--- config.mk ---
export PLATFORM = sky130hd
export DESIGN_NAME = usb_pkt_parser
export DESIGN_NICKNAME = d
export VERILOG_FILES = /design/src/rtl/usb_pkt_parser.sv
export SDC_FILE = /design/constraint.sdc
export NUM_CORES = 1
export LEC_CHECK = 0
export BUFFER_PORTS_ARGS = -buffer_cell sky130_fd_sc_hd__buf_2
export CORE_MARGIN = 2
export CORE_UTILIZATION = 35
export CTS_CLUSTER_DIAMETER = 100
export CTS_CLUSTER_SIZE = 40
export DETAILED_ROUTE_END_ITERATION = 10
export SYNTH_ARGS = -nofsm -noshare
export SYNTH_HDL_FRONTEND = slang
export SYNTH_SLANG_ARGS = --single-unit
--- constraint.sdc ---
create_clock -name clk -period 2.85 [get_ports clk]
set_input_delay 0.285 -clock clk [delete_from_list [all_inputs] [get_ports clk]]
set_output_delay 0.285 -clock clk [all_outputs]
set_load 0.02 [all_outputs]
--- src/rtl/usb_pkt_parser.sv ---
module usb_pkt_parser #(
  parameter int CNT_W = 14
) (
  input  logic        clk,
  input  logic        rst_n,
  input  logic        bit_vld,
  input  logic        bit_in,
  input  logic        eop,
  input  logic        abort,
  output logic        done,
  output logic [1:0]  status,
  output logic [3:0]  kind,
  output logic [6:0]  addr,
  output logic [3:0]  endp,
  output logic [10:0] frame,
  output logic        byte_vld,
  output logic [7:0]  byte_data
);
  localparam logic [CNT_W-1:0] CNT_MAX = {CNT_W{1'b1}};
  localparam logic [7:0] SYNC_BYTE = 8'h80;

  logic [CNT_W-1:0] cnt;
  logic [23:0]      sh;
  logic             sync_ok;
  logic [3:0]       kind_q;

  wire [CNT_W-1:0] cnt_nx = (cnt == CNT_MAX) ? cnt : cnt + 1'b1;
  wire [23:0]      sh_nx  = {bit_in, sh[23:1]};
  wire [7:0]       pid_nx = sh_nx[23:16];

  logic [3:0] kind_dec;
  always_comb begin
    kind_dec = 4'd0;
    if (pid_nx[7:4] == ~pid_nx[3:0]) begin
      case (pid_nx[3:0])
        4'h1: kind_dec = 4'd1;
        4'h9: kind_dec = 4'd2;
        4'h5: kind_dec = 4'd3;
        4'hD: kind_dec = 4'd4;
        4'h3: kind_dec = 4'd5;
        4'hB: kind_dec = 4'd6;
        4'h2: kind_dec = 4'd7;
        4'hA: kind_dec = 4'd8;
        4'hE: kind_dec = 4'd9;
        4'h6: kind_dec = 4'd10;
        default: kind_dec = 4'd0;
      endcase
    end
  end

  wire is_tok  = (kind_q >= 4'd1) && (kind_q <= 4'd4);
  wire is_data = (kind_q == 4'd5) || (kind_q == 4'd6);
  wire is_hs   = (kind_q >= 4'd7) && (kind_q <= 4'd10);
  wire pid_in  = (cnt >= CNT_W'(16));

  logic [1:0] st_eop;
  always_comb begin
    if (cnt < CNT_W'(8) || !sync_ok)                           st_eop = 2'd1;
    else if (!pid_in || kind_q == 4'd0)                        st_eop = 2'd2;
    else if (is_tok && cnt != CNT_W'(32))                      st_eop = 2'd3;
    else if (is_hs && cnt != CNT_W'(16))                       st_eop = 2'd3;
    else if (is_data && (cnt < CNT_W'(32) || cnt[2:0] != 3'd0)) st_eop = 2'd3;
    else                                                       st_eop = 2'd0;
  end

  wire emit = sync_ok && is_data && (cnt != CNT_MAX) &&
              (cnt_nx >= CNT_W'(40)) && (cnt_nx[2:0] == 3'd0);

  always_ff @(posedge clk or negedge rst_n) begin
    if (!rst_n) begin
      cnt       <= '0;
      sh        <= '0;
      sync_ok   <= 1'b0;
      kind_q    <= 4'd0;
      done      <= 1'b0;
      status    <= 2'd0;
      kind      <= 4'd0;
      addr      <= '0;
      endp      <= '0;
      frame     <= '0;
      byte_vld  <= 1'b0;
      byte_data <= '0;
    end else begin
      done     <= 1'b0;
      byte_vld <= 1'b0;
      if (abort) begin
        cnt     <= '0;
        sync_ok <= 1'b0;
        kind_q  <= 4'd0;
      end else if (eop) begin
        if (cnt != '0) begin
          done   <= 1'b1;
          status <= st_eop;
          kind   <= pid_in ? kind_q : 4'd0;
          addr   <= sh[14:8];
          endp   <= sh[18:15];
          frame  <= sh[18:8];
        end
        cnt     <= '0;
        sync_ok <= 1'b0;
        kind_q  <= 4'd0;
      end else if (bit_vld) begin
        cnt <= cnt_nx;
        sh  <= sh_nx;
        if (cnt == CNT_W'(7))  sync_ok <= (pid_nx == SYNC_BYTE);
        if (cnt == CNT_W'(15)) kind_q  <= kind_dec;
        if (emit) begin
          byte_vld  <= 1'b1;
          byte_data <= sh_nx[7:0];
        end
      end
    end
  end

  p_byte_from_data_r6: assert property (@(posedge clk) disable iff (!rst_n)
    byte_vld |-> (sync_ok && is_data));
  p_byte_align_r6: assert property (@(posedge clk) disable iff (!rst_n)
    byte_vld |-> (cnt >= CNT_W'(40) && cnt[2:0] == 3'd0));
  p_done_pulse_r11: assert property (@(posedge clk) disable iff (!rst_n)
    done |=> !done);
  p_eop_answer_r11: assert property (@(posedge clk) disable iff (!rst_n)
    (eop && !abort && cnt != '0) |=> done);
  p_abort_quiet_r10: assert property (@(posedge clk) disable iff (!rst_n)
    abort |=> (!done && !byte_vld));
  p_tok_len_r8: assert property (@(posedge clk) disable iff (!rst_n)
    (eop && !abort && sync_ok && pid_in && is_tok && cnt != CNT_W'(32)) |=> (status == 2'd3));
endmodule

# ---- Word-level counts from Yosys, hierarchy flattened
# Memories as Yosys holds them, arrays and structs flattened.
# Index checks and enable logic that the tools add are counted.
dict set report classes {
  eq_ne 10
  muxes 26
  addsub 1
  bitwise_logic 3
  n_reduce_logical 27
  order_cmp 8
}
# cell n
set op_table {}
lappend op_table {{14-bit two-way mux} 4}
lappend op_table {{4-bit two-way mux} 6}
lappend op_table {{14-bit by 1-bit adder with 14-bit output, second input constant} 1}
lappend op_table {{14-bit == test, second input constant} 1}
lappend op_table {{14-bit by 3-bit == test with 1-bit output, second input constant} 1}
lappend op_table {{14-bit by 4-bit == test with 1-bit output, second input constant} 1}
lappend op_table {{14-bit by 5-bit greater-or-equal comparator with 1-bit output, second input constant} 1}
lappend op_table {{14-bit by 6-bit greater-or-equal comparator with 1-bit output, second input constant} 1}
lappend op_table {{14-bit by 4-bit < comparator with 1-bit output, second input constant} 1}
lappend op_table {{14-bit by 6-bit < comparator with 1-bit output, second input constant} 1}
lappend op_table {{14-bit inequality test, second input constant} 1}
lappend op_table {{14-bit by 5-bit inequality test with 1-bit output, second input constant} 1}
lappend op_table {{14-bit by 6-bit inequality test with 1-bit output, second input constant} 1}
lappend op_table {{14-bit nonzero test} 1}
lappend op_table {{3-bit nonzero test} 4}
lappend op_table {{1-bit two-way mux} 11}
lappend op_table {{2-bit two-way mux} 5}
lappend op_table {{1-bit logical AND} 9}
lappend op_table {{4-bit by 3-bit == test with 1-bit output, second input constant} 2}
lappend op_table {{8-bit == test, second input constant} 1}
lappend op_table {{3-bit AND reduction} 2}
lappend op_table {{4-bit == test} 1}
lappend op_table {{4-bit by 1-bit greater-or-equal comparator with 1-bit output, second input constant} 1}
lappend op_table {{4-bit by 3-bit greater-or-equal comparator with 1-bit output, second input constant} 1}
lappend op_table {{other kinds (10)} 16}
dict set report word_totals {
  mem_count 1
  output_inout_bits 38
  reg_bits 81
  input_bits 6
  rom_bits 64
}
# name words word_bits read_ports rd_clocked_by_memory_dff write_ports line_no
set memory_table {}
lappend memory_table {{(no name shown)} 16 4 1 0 0 35} ;# case (pid_nx[3:0])

# ---- Longest topological paths before layout
# Gate-level depths: netlist of run 1.
dict set report logic_depth {
  word_depth 10
  mapped_depth 10
}

# ---- Worst setup path after synthesis of run 1
# Ideal clock, no wire load.
dict set report synth_timing {
  kind {register to register}
  startpoint {reg cnt[1]}
  endpoint {reg byte_data[0]}
  required_ns 2.725
  path_stages_with_launch 10
  setup_slack_ns 0.315
  path_buffers 2
  t_arrival_ns 2.410
  cell_sequence {dfrtp_1 -> ha_1 -> clkbuf_1 -> nand4_1 -> buf_2 -> nor4_1 -> mux2i_1 -> o2111ai_1 -> o21ai_4 -> mux2_4}
}
dict set report synth_between {
  elab_chain_cells 6
  elab_cells_between_ends 10
  cone_classes {add/sub: 1; order compare: 1; eq/ne: 2; mux: 1; reduce/logical: 5}
}
# element line_no
set synth_lines {}
lappend synth_lines {{start, declared} 22} ;# logic [CNT_W-1:0] cnt;
lappend synth_lines {{start signal, assigned} 103} ;# cnt <= cnt_nx;
lappend synth_lines {{14-bit by 1-bit adder with 14-bit output / 14-bit == test (equally long branches)} 27} ;# wire [CNT_W-1:0] cnt_nx = (cnt == CNT_MAX) ? cnt : cnt + 1'b1;
lappend synth_lines {{14-bit two-way mux} 27}
lappend synth_lines {{14-bit by 6-bit greater-or-equal comparator with 1-bit output} 67} ;# (cnt_nx >= CNT_W'(40)) && (cnt_nx[2:0] == 3'd0);
lappend synth_lines {{1-bit logical AND} 66} ;# wire emit = sync_ok && is_data && (cnt != CNT_MAX) &&
lappend synth_lines {{1-bit logical AND *} 67}
lappend synth_lines {{4-bit AND reduction (no source line) *} --}
lappend synth_lines {{end signal, assigned} 109} ;# byte_data <= sh_nx[7:0];
lappend synth_lines {{end, declared} 17} ;# output logic [7:0] byte_data
# Every way passes the cells marked *; elsewhere a longest branch is shown, timed or not.
# A chain may end at the register's enable or synchronous reset.

# ---- Worst setup path in the final report of run 1
dict set report layout_timing {
  startpoint {reg cnt[1]}
  endpoint {reg byte_data[5]}
}
# The elaborated chain is that of the path after synthesis.

==> results_dict.tcl, run 1 <==
set metrics [dict create \
    outcome "finished, violations left" \
    violations "hold timing" \
    grt_max_degree 39 \
    hpwl_mm 4.932 \
    area_delta_synth_final_pct 12.15 \
    dieArea_sq_um 11160 \
    fin_tns_setup_ns 0 \
    vias 2451 \
    cp_slowest_cell "dfrtp_1" \
    insertion_delay_ns 0.35 \
    drc 0 \
    fmax_mhz 389.3 \
    path_cells "ha_1, nand4_1, buf_4, nor3_1, mux2i_1, o2111ai_1, o21ai_4, mux2_4" \
    timing.hold.ws_ns -0.01168 \
    cts_root_buf "clkbuf_8" \
    grtUsageTotal_pct 13.75 \
    clock_sinks 69 \
    tightest_slew_ns 0.7347 \
    cts_hold_buffers 0 \
    first_global_vias 2383 \
    cts_setup_buffers 0 \
    drv_slew 0 \
    crit_fanout 10 \
    r2r_cells 8 \
    worst-path-buf-inv 1 \
    drtAntennaViolNets 0 \
    start_kind "flip-flop" \
    cp-end-kind "flip-flop" \
    netlist_instances 325 \
    grtUsageMet2_pct 18.48 \
    maxCapViolations 0 \
    yosysUniqueCellTypes 56 \
    dieWidth_microns 105.6 \
    syn-num-nets 337 \
    rsz0062_at_grt "no" \
    grt-ovfl-total 0 \
    yosysSeqAreaShare_pct 47.77 \
    r2r-end "byte_data[5]" \
    cp_top_family "compound AO/OA/AOI/OAI gates" \
    worst_slack_ns 0.2811 \
    arrival_ns 2.80 \
    fin_crit_ns 2.569 \
    syn_area_sq_um 3615 \
    final_core_util_pct 39.80 \
    synth-edff-count 0 \
    drt_first_pass_iters 4 \
    clk_path_buf_depth 2 \
    synth_area_leader_cell "dfrtp_1" \
    cts_resized 0 \
    synth_ff_type "dfrtp_1" \
    synth.avg_cell_area_sq_um 11.12 \
    critical_path_class "reg -> reg" \
    diodes 0 \
    synth_top_area_share_pct 47.77 \
    use_met1_pct 19.74 \
    max-slew-margin-rel_pct 51.02 \
    reg2reg_slack_ns 0.28 \
    vdd_drop_max_mv 0.2530 \
    start_util_pct 35.49 \
    hold_path.class "in -> async" \
    dp_slack_ns 0.2973 \
    h-tree-depth 3 \
    antenna_found_initial 0 \
    power_per_cell_area_nw_per_um2 651.8 \
    r2r_start "cnt[1]" \
    crit_required_ns 3.09 \
    synth_warnings 0 \
    drive_gt1_share_pct 30.81 \
    cts_tree "yes" \
    cts_buffers 9 \
    routed_via_density 4.972 \
    period_share_pct 90.14 \
    synth_seq_cells 69 \
    finalNetCount 367 \
    rows 37 \
    grt_busiest_layer "met1" \
    grt_use_met3_pct 2.968 \
    setup_viol 0 \
    die_h_microns 105.6 \
    core_region_area_sq_um 10180 \
    port-buffer-count 43 \
    finalClockSkew_ns 0.005215 \
    total_power_mw 2.642 \
    path_clk_slew_ns 0.07 \
    synth_area_leaders "dfrtp_1 48%, mux2_2 7.8%, mux2_4 4.6%" \
    grt_pass1_wl_mm 11.96 \
    startpoint "cnt[1]" \
    io_pins 44 \
    first_iter_violations 132 \
    routed_wl_mm 7.040 \
    async_flop_share_pct 100.0 \
    power_leakage_nw 1.912 \
    final_hold_viol_count 5 \
    max_stage_delay_ns 0.41 \
    gp_congestion 0.8573 \
    wl_per_cell_microns 14.28 \
]
## placed cells by master (no fill, tap or decap), types with 8 or more instances in the layout
cell type	n
o21ai_0	13
mux2_2	25
buf_2	43
nor4_1	9
nor2_1	24
inv_1	13
mux2_4	11
mux2i_1	10
nand2_1	11
clkbuf_8	9
dfrtp_1	69
nand3_1	13
buf_4	8
## per-stage QoR
step           instances  instance area [sq um]
5_1_grt              493                   4054
6_report             493                   4054
3_5_place_dp         480                   3886
2_1_floorplan        325                   3615
4_1_cts              493                   4054
3_3_place_gp         480                   3886
## logic make-up (layout without fill, tap and decap cells)
| kind of cell | after synthesis | count (layout) | synth area share, % |
|---|---|---|---|
| AO/OA/AOI/OAI | 44 | 44 | 8.585 |
| XOR/XNOR | 14 | 14 | 3.392 |
| adder cells (fa/ha/maj) | 6 | 6 | 2.077 |
| buffers and inverters | 46 | 78 | 6.715 |
| flip-flops | 69 | 69 | 47.77 |
| multiplexers | 50 | 50 | 16.37 |
| AND/OR/NAND/NOR | 96 | 96 | 15.09 |
## worst max-delay path by stage
stage / end / slack (ns) / cells after the start
2_1_floorplan: byte_data[0] / 0.32 / 9
3_3_place_gp: byte_data[2] / 0.35 / 8
3_5_place_dp: byte_data[5] / 0.30 / 8
4_1_cts: byte_data[5] / 0.28 / 8
5_1_grt: byte_data[3] / 0.09 / 8
6_report: byte_data[5] / 0.28 / 8
## registers in the layout (all words and copies together) (netlist names)
signal / flops
addr: 6
kind_q: 4
cnt: 14
status: 2
sh: 23
done: 1
frame: 1
kind: 4
byte_data: 8
endp: 4
byte_vld: 1
sync_ok: 1
## power breakdown
group          total [mW]  switching (mW)  internal [mW]
Clock               0.729           0.342          0.386
Sequential           1.31           0.168           1.14
Combinational       0.602           0.330          0.273
## synthesized netlist by cell type, types with 3 or more instances
master / instances
mux2_1: 4
a21oi_1: 5
nor3_1: 6
nand2_1: 11
nor2b_1: 3
nand4_1: 3
mux2_2: 25
mux2_4: 11
ha_1: 6
buf_2: 5
nand4b_1: 4
mux2i_1: 10
nand3_1: 13
nor2_1: 24
clkbuf_1: 12
xor2_1: 7
a22o_1: 3
o21ai_0: 13
inv_1: 13
o31ai_1: 3
buf_4: 13
dfrtp_1: 69
nor4_1: 9
xnor2_1: 7
## worst register-to-register path, delay by kind of cell, from the launching register on
kind	cells	cell delay, ns
AOI/OAI and AO/OA	2	0.59
muxes	2	0.55
DFF	1	0.41
and+or+nand+nor	2	0.38
adders and majority gates	1	0.33
buffers and inverters	1	0.21
## per-layer routing
metal  up-vias  routed length [microns]
met5         -                        0
met4         0                      180
met3        14                      338
met2        58                     3005
met1      1176                     3516
li1       1203                        -
## cell type report
| cell class | count | area, sq um |
|---|---|---|
| sequential | 69 | 1727 |
| tap | 136 | 170.2 |
| fill | 1020 | 6131 |
| timing repair buffer | 52 | 295.3 |
| clock buffer | 10 | 127.6 |
| clock inverter | 3 | 40.04 |
| multi-input combinational | 210 | 1645 |
| inverter | 13 | 48.80 |
Note: power is estimated with default switching activity, not from simulation.
==> inputs of run 2 (changes only) <==
--- a/config.mk
+++ b/config.mk
@@ -7,10 +7,11 @@
 export LEC_CHECK = 0
 export BUFFER_PORTS_ARGS = -buffer_cell sky130_fd_sc_hd__buf_2
 export CORE_MARGIN = 2
-export CORE_UTILIZATION = 35
+export CORE_UTILIZATION = 58
 export CTS_CLUSTER_DIAMETER = 100
 export CTS_CLUSTER_SIZE = 40
 export DETAILED_ROUTE_END_ITERATION = 10
+export PLACE_DENSITY = 0.8
 export SYNTH_ARGS = -nofsm -noshare
 export SYNTH_HDL_FRONTEND = slang
 export SYNTH_SLANG_ARGS = --single-unit
==> run 2 against run 1 <==
Compared with the run above: the flow now finishes without violations; global-route usage up 7.1 points; register-to-register slack worse by 0.02 ns; count of clock-buffer cells in the layout up 3; first-iteration DRC count up 110%; final area down 0.93%; largest power group unchanged.
==> results_dict.tcl, run 2 (synthesis results as in run 1) <==
set metrics [dict create \
    finalClockSkew_ns 0.01130 \
    timing.hold.ws_ns 0.009263 \
    largest_register_ffs 23 \
    dp_cells 420 \
    drtAntennaViolNets 0 \
    clock_sinks 69 \
    largestRegisters "sh (23), cnt (14), byte_data (8)" \
    power_per_cell_area_nw_per_um2 682.4 \
    final_common_cell "dfrtp_1" \
    startpoint "cnt[0]" \
    ff_latch_area_sq_um 1727 \
    gp_congestion 0.8931 \
    cts_root_buf "clkbuf_8" \
    tightest_slew_ns 0.7578 \
    grt_pass1_wl_mm 11.53 \
    crit_fanout 10 \
    dieWidth_microns 82.95 \
    die_h_microns 82.95 \
    cts_resized 0 \
    cts_tree "yes" \
    placed_area_sq_um 3817 \
    dp_slack_ns 0.3200 \
    r2r_start "cnt[0]" \
    fmax_mhz 385.8 \
    drt_first_pass_iters 4 \
    cts_setup_buffers 0 \
    h-tree-depth 3 \
    top_register "sh" \
    critical_path_class "reg -> reg" \
    grt_max_degree 38 \
    start_util_pct 60.69 \
    period_share_pct 90.94 \
    io_pins 44 \
    first_iter_violations 279 \
    cp-end-kind "flip-flop" \
    fin_tns_setup_ns 0 \
    drive_gt1_share_pct 31.20 \
    clk_path_buf_depth 2 \
    maxCapViolations 0 \
    outcome "finished, final reports clean" \
    worst_slack_ns 0.2583 \
    path_cells "ha_1, nand4_1, buf_4, nor3_1, o32ai_1, o2111ai_1, o21ai_4, mux2_4" \
    hpwl_mm 4.702 \
    vias 2553 \
    nFillCells 457 \
    wl_per_cell_microns 15.72 \
    start_kind "flip-flop" \
    fin_crit_ns 2.592 \
    crit_required_ns 3.07 \
    multi_input_area_sq_um 1645 \
    final_hold_viol_count 0 \
    rows 28 \
    grtUsageTotal_pct 20.88 \
    finalNetCount 368 \
    layout_common_cells "69 x dfrtp_1, 43 x buf_2, 25 x mux2_2" \
    hold_path.class "in -> async" \
    routed_via_density 5.882 \
    insertion_delay_ns 0.35 \
    port-buffer-count 43 \
    final_cells 434 \
    worst-path-buf-inv 1 \
    core_region_area_sq_um 5956 \
    drv_slew 0 \
    path_clk_slew_ns 0.08 \
    arrival_ns 2.81 \
    cp_top_family "compound AO/OA/AOI/OAI gates" \
    routed_wl_mm 6.823 \
    cp_slowest_cell "o21ai_4" \
    post-route-cell-area_sq_um 4016 \
    cts_buffers 9 \
    vdd_drop_max_mv 0.4999 \
    dieArea_sq_um 6880 \
    rsz0062_at_grt "no" \
    diodes 0 \
    cts_hold_buffers 0 \
    setup_viol 0 \
    power_leakage_nw 1.933 \
    area_delta_synth_final_pct 11.11 \
    antenna_found_initial 0 \
    max-slew-margin-rel_pct 49.48 \
    first_global_vias 2371 \
    drc 0 \
    max_stage_delay_ns 0.44 \
    grt-ovfl-total 0 \
]
-- run 2: power by group --
part	switching [mW]	total, mW	internal, mW
Combinational	0.336	0.609	0.273
Sequential	0.168	1.31	1.14
Clock	0.353	0.821	0.467
Total	0.858	2.74	1.88
-- run 2: final timing paths --
kind | endpoint | slack, ns | depth (start not counted)
max | byte_data[4] | 0.26 | 8
min | cnt[5] | 0.009 | 1
max reg2reg | byte_data[4] | 0.26 | 8
min reg2reg | addr[3] | 0.51 | 1
max in group asynchronous | sh[8] | 2.18 | 2
min in group clk | sh[23] | 0.24 | 2
-- run 2: final cells by class --
cell class	instances	area share, %
Tap cell	75	2.336
Timing Repair Buffer	53	7.539
Clock buffer	13	4.206
Multi-Input combinational cell	210	40.97
Sequential cell	69	42.99
Inverter	13	1.215
Clock inverter	1	0.7477
-- run 2: through the flow --
| stage | total power [mW] | utilization [%] |
|---|---|---|
| after detailed placement | 1.944 | 64.10 |
| after global routing | 2.879 | 67.44 |
| final | 2.741 | 67.44 |
| after global placement | 1.912 | 64.10 |
| after floorplan | 1.797 | - |
| after CTS | 2.763 | 67.44 |
-- run 2: metal layers --
layer / vias up / GRT usage (%) / wire length, microns
met5: - / 0 / 0
met4: 0 / 8.346 / 85
met3: 9 / 4.970 / 458
met2: 92 / 31.09 / 3190
met1: 1243 / 29.62 / 3088
li1: 1209 / - / -
==> inputs of run 3 (changes only) <==
--- a/config.mk
+++ b/config.mk
@@ -8,10 +8,13 @@
 export BUFFER_PORTS_ARGS = -buffer_cell sky130_fd_sc_hd__buf_2
 export CORE_MARGIN = 2
 export CORE_UTILIZATION = 58
+export CTS_BUF_LIST = sky130_fd_sc_hd__clkbuf_4 sky130_fd_sc_hd__clkbuf_8 sky130_fd_sc_hd__clkbuf_16
 export CTS_CLUSTER_DIAMETER = 100
 export CTS_CLUSTER_SIZE = 40
 export DETAILED_ROUTE_END_ITERATION = 10
 export PLACE_DENSITY = 0.8
+export RECOVER_POWER = 25
+export SLEW_MARGIN = 10
 export SYNTH_ARGS = -nofsm -noshare
 export SYNTH_HDL_FRONTEND = slang
 export SYNTH_SLANG_ARGS = --single-unit
==> run 3 against run 2 <==
Compared with the run above: the run now ends with capacitance limit, slew limit left; critical path depth unchanged; hold slack improved by 0.23 ns; die area unchanged; final cell count unchanged; maximum frequency decreased by 0.96%; wire length increased by 0.31%; clock power increased by 1%; utilization decreased by 0.21 points; register-to-register slack got worse by 0.03 ns; count of clock-buffer cells in the layout unchanged; sequential share of layout area increased by 0.13 points; global-route usage about the same.
==> results_dict.tcl, run 3 (synthesis results as in run 1) <==
set metrics [dict create \
    outcome "finished, violations left" \
    violations "capacitance limit, slew limit" \
    crit_required_ns 3.08 \
    final_common_cell "dfrtp_1" \
    cts_tree "yes" \
    cts_buffers 9 \
    largest_register_ffs 23 \
    setup_viol 0 \
    final_hold_viol_count 0 \
    start_kind "flip-flop" \
    first_global_vias 2385 \
    layout_common_cells "69 x dfrtp_1, 42 x buf_2, 25 x mux2_2" \
    gp_congestion 0.8931 \
    core_region_area_sq_um 5956 \
    nFillCells 461 \
    wl_per_cell_microns 15.77 \
    routed_via_density 5.825 \
    drc 0 \
    top_register "sh" \
    max-slew-margin-rel_pct -15.38 \
    fmax_mhz 382.1 \
    period_share_pct 91.82 \
    drt_first_pass_iters 4 \
    clk_path_buf_depth 2 \
    grt_max_degree 38 \
    die_h_microns 82.95 \
    area_delta_synth_final_pct 10.76 \
    cts_resized 0 \
    io_pins 44 \
    power_per_cell_area_nw_per_um2 686.3 \
    rsz0062_at_grt "no" \
    fin_crit_ns 2.617 \
    drtAntennaViolNets 0 \
    diodes 0 \
    critical_path_class "reg -> reg" \
    cts_setup_buffers 0 \
    dieArea_sq_um 6880 \
    finalClockSkew_ns 0.01309 \
    rows 28 \
    crit_fanout 10 \
    grt-ovfl-total 0 \
    grt_pass1_wl_mm 11.51 \
    post-route-cell-area_sq_um 4004 \
    maxCapViolations 1 \
    vias 2528 \
    tightest_slew_ns 1.731 \
    first_iter_violations 326 \
    power_leakage_nw 1.928 \
    drive_gt1_share_pct 31.20 \
    cp-end-kind "flip-flop" \
    placed_area_sq_um 3817 \
    hpwl_mm 4.702 \
    cts_hold_buffers 0 \
    start_util_pct 60.69 \
    insertion_delay_ns 0.35 \
    dieWidth_microns 82.95 \
    routed_wl_mm 6.844 \
    path_clk_slew_ns 0.07 \
    worst_slack_ns 0.2332 \
    h-tree-depth 3 \
    drv_slew 34 \
    grtUsageTotal_pct 20.86 \
    cts_root_buf "clkbuf_8" \
    dp_slack_ns 0.3200 \
    timing.hold.ws_ns 0.2391 \
    final_core_util_pct 67.23 \
    clock_sinks 69 \
    arrival_ns 2.84 \
    hold_path.class "in -> reg" \
    fin_tns_setup_ns 0 \
    port-buffer-count 43 \
    largestRegisters "sh (23), cnt (14), byte_data (8)" \
    antenna_found_initial 0 \
    finalNetCount 368 \
    vdd_drop_max_mv 0.4975 \
]
-- run 3: changes by cell type in the layout (fill, tap and decap cells not counted) --
cell and delta:
buf_12 -1, buf_2 -1, clkbuf_2 +1, clkbuf_4 +1
-- run 3: worst paths after layout --
| kind | start | to | slack, ns | cells past startpoint |
|---|---|---|---|---|
| min | bit_in | sh[23] | 0.24 | 2 |
| max | cnt[0] | byte_data[4] | 0.23 | 8 |
| min in group asynchronous | rst_n | cnt[5] | 0.38 | 1 |
| min reg2reg | addr[3] | addr[3] | 0.51 | 1 |
| max reg2reg | cnt[0] | byte_data[4] | 0.23 | 8 |
| max in group asynchronous | rst_n | sh[23] | 0.79 | 2 |
-- run 3: per-layer routing --
metal	vias up	GRT usage, %	routed length, microns
li1	1212	-	-
met1	1231	29.49	3178
met2	75	31.16	3161
met3	10	4.970	389
met4	0	8.346	114
met5	-	0	0
-- run 3: per-stage QoR --
step                std cells  power, mW
floorplan                 325      1.797
detailed placement        420      1.944
finish                    434      2.748
CTS                       434      2.771
global route              434      2.883
global placement          420      1.912
-- run 3: where the power goes --
group          internal (mW)  switching (mW)
sequential              1.14           0.169
clock                  0.477           0.355
combinational          0.270           0.335
-- run 3: worst max-delay path, cell delays in order (launching register included) --
cell and delay, ns:
dfrtp_1 0.40, ha_1 0.30, nand4_1 0.15, buf_4 0.19, nor3_1 0.07, o32ai_1 0.32
o2111ai_1 0.27, o21ai_4 0.44, mux2_4 0.35
-- run 3: cell type report --
type / instances / area [sq um] / area share, %
clock inverters: 1 / 30.03 / 0.7500
flip-flops and latches: 69 / 1727 / 43.13
clock buffers: 13 / 172.7 / 4.313
well taps: 75 / 93.84 / 2.344
multi-input cells: 210 / 1645 / 41.09
repair buffers: 53 / 286.5 / 7.156
inverters: 13 / 48.80 / 1.219
